[config.mk]
export PLATFORM = sky130hd
export DESIGN_NAME = ohc_status_capture
export DESIGN_NICKNAME = d
export VERILOG_FILES = /design/src/rtl/ohc_pkg.sv /design/src/rtl/ohc_rst_sync.sv /design/src/rtl/ohc_v5_capture.sv /design/src/rtl/ohc_erdi_track.sv /design/src/rtl/ohc_rd_port.sv /design/src/rtl/ohc_status_capture.sv
export SDC_FILE = /design/constraint.sdc
export NUM_CORES = 1
export LEC_CHECK = 0
export BUFFER_PORTS_ARGS = -buffer_cell sky130_fd_sc_hd__buf_2
export CAP_MARGIN = 5
export CORE_MARGIN = 3
export CORE_UTILIZATION = 49
export CTS_CLUSTER_SIZE = 25
export DETAILED_ROUTE_END_ITERATION = 12
export GPL_TIMING_DRIVEN = 0
export HOLD_SLACK_MARGIN = 0.03
export PLACE_DENSITY = 0.82
export REMOVE_ABC_BUFFERS = 1
export SLEW_MARGIN = 20
export SYNTH_ARGS = -nofsm -noshare
export SYNTH_HDL_FRONTEND = slang
export SYNTH_SLANG_ARGS = --single-unit
export TNS_END_PERCENT = 50
[constraint.sdc]
create_clock -name clk -period 1.7 [get_ports clk]
set_clock_uncertainty 0.15 [all_clocks]
set_input_delay 0.34 -clock clk [delete_from_list [all_inputs] [get_ports clk]]
set_output_delay 0.34 -clock clk [all_outputs]
set_load 0.05 [all_outputs]
[src/rtl/ohc_pkg.sv]
package ohc_pkg;
  // Byte width of the overhead values and the read bus
  localparam int unsigned BYTE_W   = 8;
  // Enhanced RDI field width and its position in the K4 status byte
  localparam int unsigned ERDI_W   = 3;
  localparam int unsigned ERDI_LSB = 1;
  // Number of processor-readable registers
  localparam int unsigned NREG     = 2;

  typedef logic [BYTE_W-1:0] ohc_byte_t;
endpackage

[src/rtl/ohc_rst_sync.sv]
module ohc_rst_sync #(
  parameter int unsigned STAGES = 2
) (
  input  logic clk,
  input  logic arst_n,
  output logic srst_n
);
  logic [STAGES-1:0] sync_q;
  logic [STAGES-1:0] sync_d;

  always_comb begin
    sync_d = {sync_q[STAGES-2:0], 1'b1};
  end

  always_ff @(posedge clk or negedge arst_n) begin
    if (!arst_n) begin
      sync_q <= '0;
    end else begin
      sync_q <= sync_d;
    end
  end

  assign srst_n = sync_q[STAGES-1];
endmodule

[src/rtl/ohc_v5_capture.sv]
module ohc_v5_capture #(
  parameter int unsigned BYTE_W  = 8,
  parameter int unsigned RDI_POS = 0
) (
  input  logic              clk,
  input  logic              srst_n,
  input  logic              mf_stb,
  input  logic [BYTE_W-1:0] v5_in,
  output logic [BYTE_W-1:0] v5_stat,
  output logic              rdi_chg
);
  logic [BYTE_W-1:0] v5_q;
  logic [BYTE_W-1:0] v5_d;
  logic              v5_ce;

  // The stored byte doubles as the RDI reference for change detection
  always_comb begin
    v5_ce   = mf_stb;
    v5_d    = v5_ce ? v5_in : v5_q;
    rdi_chg = v5_ce && (v5_in[RDI_POS] != v5_q[RDI_POS]);
  end

  always_ff @(posedge clk or negedge srst_n) begin
    if (!srst_n) begin
      v5_q <= '0;
    end else begin
      v5_q <= v5_d;
    end
  end

  assign v5_stat = v5_q;
endmodule

[src/rtl/ohc_erdi_track.sv]
module ohc_erdi_track #(
  parameter int unsigned BYTE_W   = 8,
  parameter int unsigned ERDI_W   = 3,
  parameter int unsigned ERDI_LSB = 1
) (
  input  logic              clk,
  input  logic              srst_n,
  input  logic              k4_vld,
  input  logic [ERDI_W-1:0] k4_erdi,
  input  logic              erdi_en,
  input  logic              rdi_chg,
  output logic [BYTE_W-1:0] k4_stat
);
  logic [ERDI_W-1:0] hold_q;
  logic [ERDI_W-1:0] hold_d;
  logic [ERDI_W-1:0] stat_q;
  logic [ERDI_W-1:0] stat_d;
  logic [ERDI_W-1:0] erdi_src;
  logic              stat_ce;

  always_comb begin
    erdi_src = k4_vld ? k4_erdi : hold_q;
    hold_d   = erdi_src;
    stat_ce  = rdi_chg && erdi_en;
    stat_d   = stat_ce ? erdi_src : stat_q;
  end

  always_ff @(posedge clk or negedge srst_n) begin
    if (!srst_n) begin
      hold_q <= '0;
      stat_q <= '0;
    end else begin
      hold_q <= hold_d;
      stat_q <= stat_d;
    end
  end

  // Only the field is stored; the rest of the byte is constant zero
  always_comb begin
    k4_stat = '0;
    k4_stat[ERDI_LSB +: ERDI_W] = stat_q;
  end
endmodule

[src/rtl/ohc_rd_port.sv]
module ohc_rd_port #(
  parameter int unsigned BYTE_W = 8,
  parameter int unsigned NREG   = 2,
  localparam int unsigned SEL_W = (NREG > 1) ? $clog2(NREG) : 1
) (
  input  logic                        clk,
  input  logic                        srst_n,
  input  logic                        rd,
  input  logic                        wr,
  input  logic [SEL_W-1:0]            sel,
  input  logic [NREG-1:0][BYTE_W-1:0] regs,
  output logic [BYTE_W-1:0]           rdata
);
  logic [BYTE_W-1:0] rdata_q;
  logic [BYTE_W-1:0] rdata_d;
  logic              rd_ce;

  always_comb begin
    rd_ce   = rd && !wr;
    rdata_d = rd_ce ? regs[sel] : rdata_q;
  end

  always_ff @(posedge clk or negedge srst_n) begin
    if (!srst_n) begin
      rdata_q <= '0;
    end else begin
      rdata_q <= rdata_d;
    end
  end

  assign rdata = rdata_q;
endmodule

[src/rtl/ohc_status_capture.sv]
module ohc_status_capture #(
  parameter int unsigned BYTE_W      = ohc_pkg::BYTE_W,
  parameter int unsigned ERDI_W      = ohc_pkg::ERDI_W,
  parameter int unsigned ERDI_LSB    = ohc_pkg::ERDI_LSB,
  parameter int unsigned RDI_POS     = 0,
  parameter int unsigned SYNC_STAGES = 2
) (
  input  logic              clk,
  input  logic              rst_n,
  input  logic              mf_stb,
  input  logic [BYTE_W-1:0] v5_byte,
  input  logic              k4_vld,
  input  logic [ERDI_W-1:0] k4_erdi,
  input  logic              erdi_en,
  input  logic              bus_rd,
  input  logic              bus_wr,
  input  logic              bus_sel,
  output logic [BYTE_W-1:0] bus_rdata,
  output logic [BYTE_W-1:0] v5_stat,
  output logic [BYTE_W-1:0] k4_stat
);
  localparam int unsigned NREG   = ohc_pkg::NREG;
  localparam int unsigned IDX_V5 = 0;
  localparam int unsigned IDX_K4 = 1;

  logic                        srst_n;
  logic                        rdi_chg;
  logic [NREG-1:0][BYTE_W-1:0] rd_regs;

  ohc_rst_sync #(
    .STAGES(SYNC_STAGES)
  ) rst_sync_i (
    .clk   (clk),
    .arst_n(rst_n),
    .srst_n(srst_n)
  );

  ohc_v5_capture #(
    .BYTE_W (BYTE_W),
    .RDI_POS(RDI_POS)
  ) v5_cap_i (
    .clk    (clk),
    .srst_n (srst_n),
    .mf_stb (mf_stb),
    .v5_in  (v5_byte),
    .v5_stat(v5_stat),
    .rdi_chg(rdi_chg)
  );

  ohc_erdi_track #(
    .BYTE_W  (BYTE_W),
    .ERDI_W  (ERDI_W),
    .ERDI_LSB(ERDI_LSB)
  ) erdi_i (
    .clk    (clk),
    .srst_n (srst_n),
    .k4_vld (k4_vld),
    .k4_erdi(k4_erdi),
    .erdi_en(erdi_en),
    .rdi_chg(rdi_chg),
    .k4_stat(k4_stat)
  );

  always_comb begin
    rd_regs         = '0;
    rd_regs[IDX_V5] = v5_stat;
    rd_regs[IDX_K4] = k4_stat;
  end

  ohc_rd_port #(
    .BYTE_W(BYTE_W),
    .NREG  (NREG)
  ) rd_i (
    .clk   (clk),
    .srst_n(srst_n),
    .rd    (bus_rd),
    .wr    (bus_wr),
    .sel   (bus_sel),
    .regs  (rd_regs),
    .rdata (bus_rdata)
  );
endmodule

# After elaboration in Yosys (flattened, before gate mapping)
# Index checks and enable logic that the tools add are counted.
# word_totals
regBits,24
latchBits,0
ram_bits,0
mem_bits_ro,0
output_inout_bits,24
word_cells,14
mem_count,0
# op_classes
addsub,0
multipliers,0
div,0
order_cmp,1
n_eq_ne,1
shifts,0
mux,3
bitwise_logic,0
n_reduce_logical,4
# ops
op,n
two-way mux 8 bit,2
logical AND 1 bit,3
two-way mux 3 bit,1
less-than comparator 1 x 2 -> 1 bit (second input constant),1
zero test 1 bit,1
!= test 1 bit,1

# Depth between registers and ports, before layout
# Gate-level depths: netlist of the first run.
# depth
word_depth,3
ltp_mapped,4
mapped_depth_nobuf,3

# Cells and area by module
# A second synthesis of the first run with hierarchy kept.
# hier_totals
hier_cells,68
hier_area_um2,1138.6
# modules_own_cells
module,instances,cells_per_inst,area_each_um2,seq_area_each_um2
ohc_rd_port,1,27,462.9,200.2
ohc_v5_capture,1,19,347.8,200.2
ohc_erdi_track,1,19,274.0,150.1
ohc_rst_sync,1,3,53.8,50.0

# Least setup slack after synthesis of the first run
# Ideal clock, no wire load.
# synth_timing
kind,register to register
start,"register v5_cap_i.v5_q[0], in the netlist v5_cap_i.v5_stat[0]"
end,register erdi_i.stat_q[0]
setup_time_ns,0.125
t_arrival_ns,1.331
slack_ns,0.094
stages_incl_launch_ff,4
period_less_slack_ns,1.606
path_cell_list,dfrtp_1 xor2_1 and3_4 mux2_4
# synth_between
elab_chain_cells,3
# synth_rtl
element,line,source
start: declaration,ohc_v5_capture.sv:12,logic [BYTE_W-1:0] v5_q;
start signal: assignment,ohc_v5_capture.sv:27,v5_q <= v5_d;
!= test 1 bit,ohc_v5_capture.sv:20,rdi_chg = v5_ce && (v5_in[RDI_POS] != v5_q[RDI_POS]);
logical AND 1 bit,ohc_v5_capture.sv:20,
logical AND 1 bit,ohc_erdi_track.sv:24,stat_ce = rdi_chg && erdi_en;
end signal: assignment,ohc_erdi_track.sv:34,stat_q <= stat_d;
end: declaration,ohc_erdi_track.sv:16,logic [ERDI_W-1:0] stat_q;
# Every way passes these cells.
# A chain may end at the register's enable or synchronous reset.

# Worst setup path in the final report of the first run
# layout_timing
start,"register v5_cap_i.v5_q[0], in the netlist v5_cap_i.v5_stat[0]"
end,output v5_stat[0]
# layout_rtl
element,line,source
end: declaration,ohc_status_capture.sv:19,"output logic [BYTE_W-1:0] v5_stat,"
# No word-level cell between the ends.

==> flow_metrics.tcl, run 1 <==
set metrics [dict create \
    outcome "finished, final reports clean" \
    dieHeight_um 50.9 \
    fp.dieW_um 50.9 \
    hold_path_class "primary input to flip-flop" \
    ioPinCount 43 \
    syn_avg_cell_area_um2 13.2 \
    area_delta_synth_final_pct 24.4 \
    cts.clk_slew.worst_paths_ns 0.13 \
    antenna_found_initial 0 \
    end_kind "output port" \
    final_util_pct 67.6 \
    setup_slack_ns 0.209 \
    finalCritPeriodShare_pct 87.7 \
    wl_met3_um 93 \
    detail_route.vias_per_cell 4.57 \
    ff_latch_area_um2 601 \
    vdd_ir_drop_max_mv 0.780 \
    cts_buffer_depth 2 \
    cts_setup_buffers 0 \
    fmax_ghz 0.671 \
    synth_area_um2 988 \
    cp_data_required_time_ns 1.21 \
    dp_worst_setup_slack_ns 0.299 \
    cts_sinks 24 \
    routed.top_layer "met4" \
    rsz0062_at_grt "no" \
    tightestPinTransition_ns 0.847 \
    rows 15 \
    n_antenna_cell 0 \
    drv_slew 0 \
    via_count 630 \
    grt_pass1_wl_um 2810 \
    place.gp.congestion 0.672 \
    crit_arrival_ns 1.00 \
    drc 0 \
    postRouteAntennaNets 0 \
    cp.buffers_inverters 1 \
    wl_per_cell_um 12.6 \
    p_total_mw 1.63 \
    grt_use_total_pct 14.4 \
    synth_cell_types 13 \
    drive_gt1_share_pct 49.6 \
    final_hold_viol_count 0 \
    cts_tree "built" \
    critPathMaxFanout 4 \
    seq_area_frac_synth_pct 60.8 \
    drv_cap 0 \
    grt_max_degree 23 \
    place_area_um2 1170 \
    grt_overflow 0 \
    yosysWarnings 0 \
    fin_setup_tns_ns 0 \
    max_stage_delay_ns 0.41 \
    insertion_delay_ns 0.30 \
    synth_seq_cells 24 \
    netlist_instances 75 \
    min_period_ns 1.49 \
    path_cells "buf_2" \
    fill_cells 150 \
    grt_pass1_vias 629 \
    drt_first_pass_iters 3 \
    start_kind "flip-flop" \
    max_slew_margin_pct 43.5 \
    multi_input_area_um2 350 \
    cp_top_family "flip-flops" \
    fin_area_um2 1230 \
    numCtsBuffers 3 \
    critPathKind "flip-flop to output port" \
    finalWirelength_um 1730 \
    drtIter0Drc 3 \
    nets 133 \
    power_density_nw_per_um2 1320 \
    coreArea_um2 1820 \
    portBuffers 37 \
    htreeDepth 1 \
    met2_length_um 870 \
    start_util_pct 54.3 \
    dp.final_hpwl_um 1370 \
    power.leakage_nw 0.626 \
    slowest_stage "dfrtp_1" \
    wl_met1_um 761 \
    dieArea_um2 2590 \
    cts_root_buf "clkbuf_4" \
    setup_viol 0 \
]
metal layers:
layer / vias up / track usage, %
li1: 315 / -
met4: 0 / 4.04
met3: 2 / 2.92
met1: 296 / 18.3
met5: - / 0
met2: 17 / 24.7
registers in the layout, indices dropped and copies added, names as in the netlist:
name,flops
v5_cap_i.v5_stat,8
erdi_i.stat_q,3
rd_i.rdata,8
rst_sync_i.sync_q,2
erdi_i.hold_q,3
logic make-up (layout without fill, tap and decap cells):
group | after synthesis | after routing | share of synthesized area (%)
DFF | 24 | 24 | 60.8
muxes | 17 | 17 | 20.1
xor gates and xnor gates | 1 | 1 | 0.886
buffers and inverters | 8 | 42 | 5.32
other | 2 | 6 | 0.760
and+or+nand+nor | 15 | 15 | 8.10
AOI/OAI and AO/OA | 8 | 8 | 4.05
final timing paths:
kind                                      start              endpoint  slack (ns)  depth (start not counted)
max in group asynchronous  rst_sync_i.sync_q[1]      erdi_i.stat_q[1]        0.67                          0
setup reg to reg            v5_cap_i.v5_stat[0]      erdi_i.stat_q[1]        0.31                          3
hold reg to reg            rst_sync_i.sync_q[1]         rd_i.rdata[6]        0.21                          0
min in group asynchronous                 rst_n  rst_sync_i.sync_q[0]        0.18                          2
hold / removal                       v5_byte[6]   v5_cap_i.v5_stat[6]        0.11                          2
setup / recovery            v5_cap_i.v5_stat[0]            v5_stat[0]        0.21                          1
power breakdown:
part | internal [mW] | switching, mW | leakage (nW)
logic | 0.144 | 0.370 | 0.308
registers | 0.652 | 0.0604 | 0.290
clock network | 0.238 | 0.161 | 0.0279
total | 1.03 | 0.592 | 0.626
cell usage in the layout, fill, tap and decap left out:
cell type,count
nand2_1,8
xor2_1,1
or2b_1,1
buf_2,37
dfrtp_1,24
bufinv_16,1
conb_1,6
clkbuf_4,3
mux2_4,3
mux2i_1,3
nand2b_1,5
dlygate4sd3_1,1
mux2_2,11
o21ai_0,8
and3_4,1
area by class of cell:
class / instances / share of cell area (%)
flip-flops and latches: 24 / 48.8
multi-input cells: 47 / 28.5
repair buffers: 38 / 15.9
well taps: 25 / 2.54
clock inverters: 1 / 2.44
clock buffers: 3 / 1.83
cell usage after synthesis:
library cell  number  area [um^2]
and3_4             1         11.3
buf_2              3         15.0
buf_4              5         37.5
conb_1             2         7.51
dfrtp_1           24          601
mux2_2            11          124
mux2_4             3         45.0
mux2i_1            3         30.0
nand2_1            8         30.0
nand2b_1           5         31.3
o21ai_0            8         40.0
or2b_1             1         7.51
xor2_1             1         8.76
per-stage QoR:
stage	hold slack [ns]	std cells
final	0.106	138
after global routing	0.0871	138
after CTS	0.100	138
after detailed placement	-0.0231	133
after global placement	-0.0249	133
after floorplan	-0.106	71
what timing repair did:
item | in CTS | in global routing
hold buffers | 1 | 0
endpoints found under the hold margin | 2 | 0
gates resized for setup | 0 | 0
Power figures use the tool's default switching activity.
==> run 2: changes to the inputs <==
BUFFER_PORTS_ARGS = unset   (was -buffer_cell sky130_fd_sc_hd__buf_2)
CORE_UTILIZATION = 55   (was 49)
DONT_BUFFER_PORTS = 1   (was unset)
PLACE_DENSITY = 0.7   (was 0.82)
RECOVER_POWER = 50   (was unset)
==> run 2 against run 1 <==
Flip-flop and latch count unchanged. Via count decreased by 11%. Power decreased by 12%. Wire length decreased by 2.8%. Critical path depth increased by 2. Register-to-register slack got worse by 0.15 ns. Critical path type is now flip-flop to flip-flop. Critical endpoint is now erdi_i.stat_q[0]. Largest cell class unchanged.
==> flow_metrics.tcl, run 2 (synthesis gave the netlist of run 1 again) <==
set metrics [dict create \
    cts.clk_slew.worst_paths_ns 0.13 \
    ff_latch_area_um2 602 \
    final_cell_mix "dfrtp_1 (23), dlygate4sd3_1 (13), mux2_2 (10)" \
    rows 14 \
    grt_max_degree 23 \
    detail_route.vias_per_cell 5.01 \
    drv_slew 0 \
    drtIter0Drc 2 \
    max_slew_margin_pct 44.9 \
    cts_buffer_depth 2 \
    nets 108 \
    finalCritPeriodShare_pct 90.3 \
    drv_cap 0 \
    tightestPinTransition_ns 0.826 \
    start_util_pct 62.0 \
    finalWirelength_um 1690 \
    wl_met3_um 148 \
    crit_arrival_ns 1.59 \
    grt_pass1_wl_um 2790 \
    rsz0062_at_grt "no" \
    ioPinCount 43 \
    coreArea_um2 1590 \
    drc 0 \
    final_common_cell "dfrtp_1" \
    final_cells 112 \
    power_density_nw_per_um2 1250 \
    critPathMaxFanout 4 \
    dieHeight_um 48.4 \
    critPathKind "flip-flop to flip-flop" \
    insertion_delay_ns 0.30 \
    setup_viol 0 \
    htreeDepth 1 \
    min_period_ns 1.54 \
    area_delta_synth_final_pct 16.2 \
    dp.final_hpwl_um 1170 \
    crit_start "v5_cap_i.v5_stat[0]" \
    grt_pass1_vias 601 \
    final_hold_viol_count 0 \
    portBuffers 0 \
    multi_input_area_um2 350 \
    antenna_found_initial 0 \
    end_kind "flip-flop" \
    fin_setup_tns_ns 0 \
    place.gp.congestion 0.643 \
    routed.top_layer "met4" \
    place_inst 95 \
    hold_path_class "primary input to flip-flop" \
    fp.dieW_um 48.4 \
    cts_sinks 24 \
    cts_setup_buffers 0 \
    worstReg2RegStart "v5_cap_i.v5_stat[0]" \
    power.leakage_nw 0.516 \
    start_kind "flip-flop" \
    n_antenna_cell 0 \
    fmax_ghz 0.651 \
    vdd_ir_drop_max_mv 0.699 \
    final_util_pct 72.1 \
    grt_use_total_pct 15.6 \
    via_count 561 \
    min_from "bus_sel" \
    grt_overflow 0 \
    fill_cells 110 \
    cts_root_buf "clkbuf_4" \
    drt_first_pass_iters 2 \
    postRouteAntennaNets 0 \
    drive_gt1_share_pct 21.6 \
    met2_length_um 823 \
    dieArea_um2 2340 \
    numCtsBuffers 3 \
    wl_met1_um 700 \
    outcome "finished, final reports clean" \
    cp_data_required_time_ns 1.75 \
    wl_per_cell_um 15.0 \
    cts_tree "built" \
]
[run 2: cell types whose count changed in the layout (fill, tap and decap cells not counted)]
cell,delta
mux2_2,-1
dfrtp_1,-1
buf_2,-37
dlygate4sd3_1,+12
mux2_1,+1
dfrtp_2,+1
clkbuf_8,+1
bufinv_16,-1
[run 2: power by group]
part           total (mW)  switching, mW  leakage, nW  internal [mW]
combinational       0.167         0.0677        0.206         0.0992
clock               0.288          0.158       0.0210          0.130
sequential          0.984          0.336        0.289          0.647
total                1.44          0.562        0.516          0.877
[run 2: final timing paths]
check / slack [ns] / cells after the start / endpoint
worst max-delay path: 0.16 / 3 / erdi_i.stat_q[0]
worst min-delay path: 0.05 / 2 / rd_i.rdata[5]
worst max register to register: 0.16 / 3 / erdi_i.stat_q[0]
worst min register to register: 0.20 / 0 / rd_i.rdata[1]
max in group asynchronous: 0.64 / 0 / v5_cap_i.v5_stat[0]
min in group asynchronous: 0.10 / 1 / rst_sync_i.sync_q[1]
[run 2: routing by layer]
metal  track usage (%)  vias up
met4              5.69        0
met2              25.7       27
met1              19.3      268
met3              5.21        2
met5                 0        -
li1                  -      264
[run 2: final cells by class]
| class | instances | share of cell area, % |
|---|---|---|
| well taps | 24 | 2.61 |
| multi-input cells | 47 | 30.5 |
| clock buffers | 4 | 3.16 |
| flip-flops and latches | 24 | 52.4 |
| repair buffers | 13 | 11.3 |
[run 2: metrics by stage]
step / hold WS (ns) / power, mW / area, um^2 / setup WS [ns]
2_1_floorplan: -0.106 / 1.11 / 951 / 0.0936
3_3_place_gp: -0.106 / 1.14 / 981 / 0.0304
3_5_place_dp: -0.106 / 1.14 / 981 / 0.0384
4_1_cts: 0.0305 / 1.44 / 1110 / 0.0115
5_1_grt: 0.0275 / 1.52 / 1150 / 0.113
6_report: 0.0462 / 1.44 / 1150 / 0.165
[run 2: critical path, stage by stage (launching register included)]
cell,delay [ns]
dfrtp_2,0.57
xor2_1,0.18
and3_4,0.24
mux2_4,0.30
[run 2: timing repair]
item,4_1_cts,5_1_grt
endpoints found under the hold margin,8,7
gates resized for setup,0,1
hold buffers,9,4
setup endpoints to repair,0,3
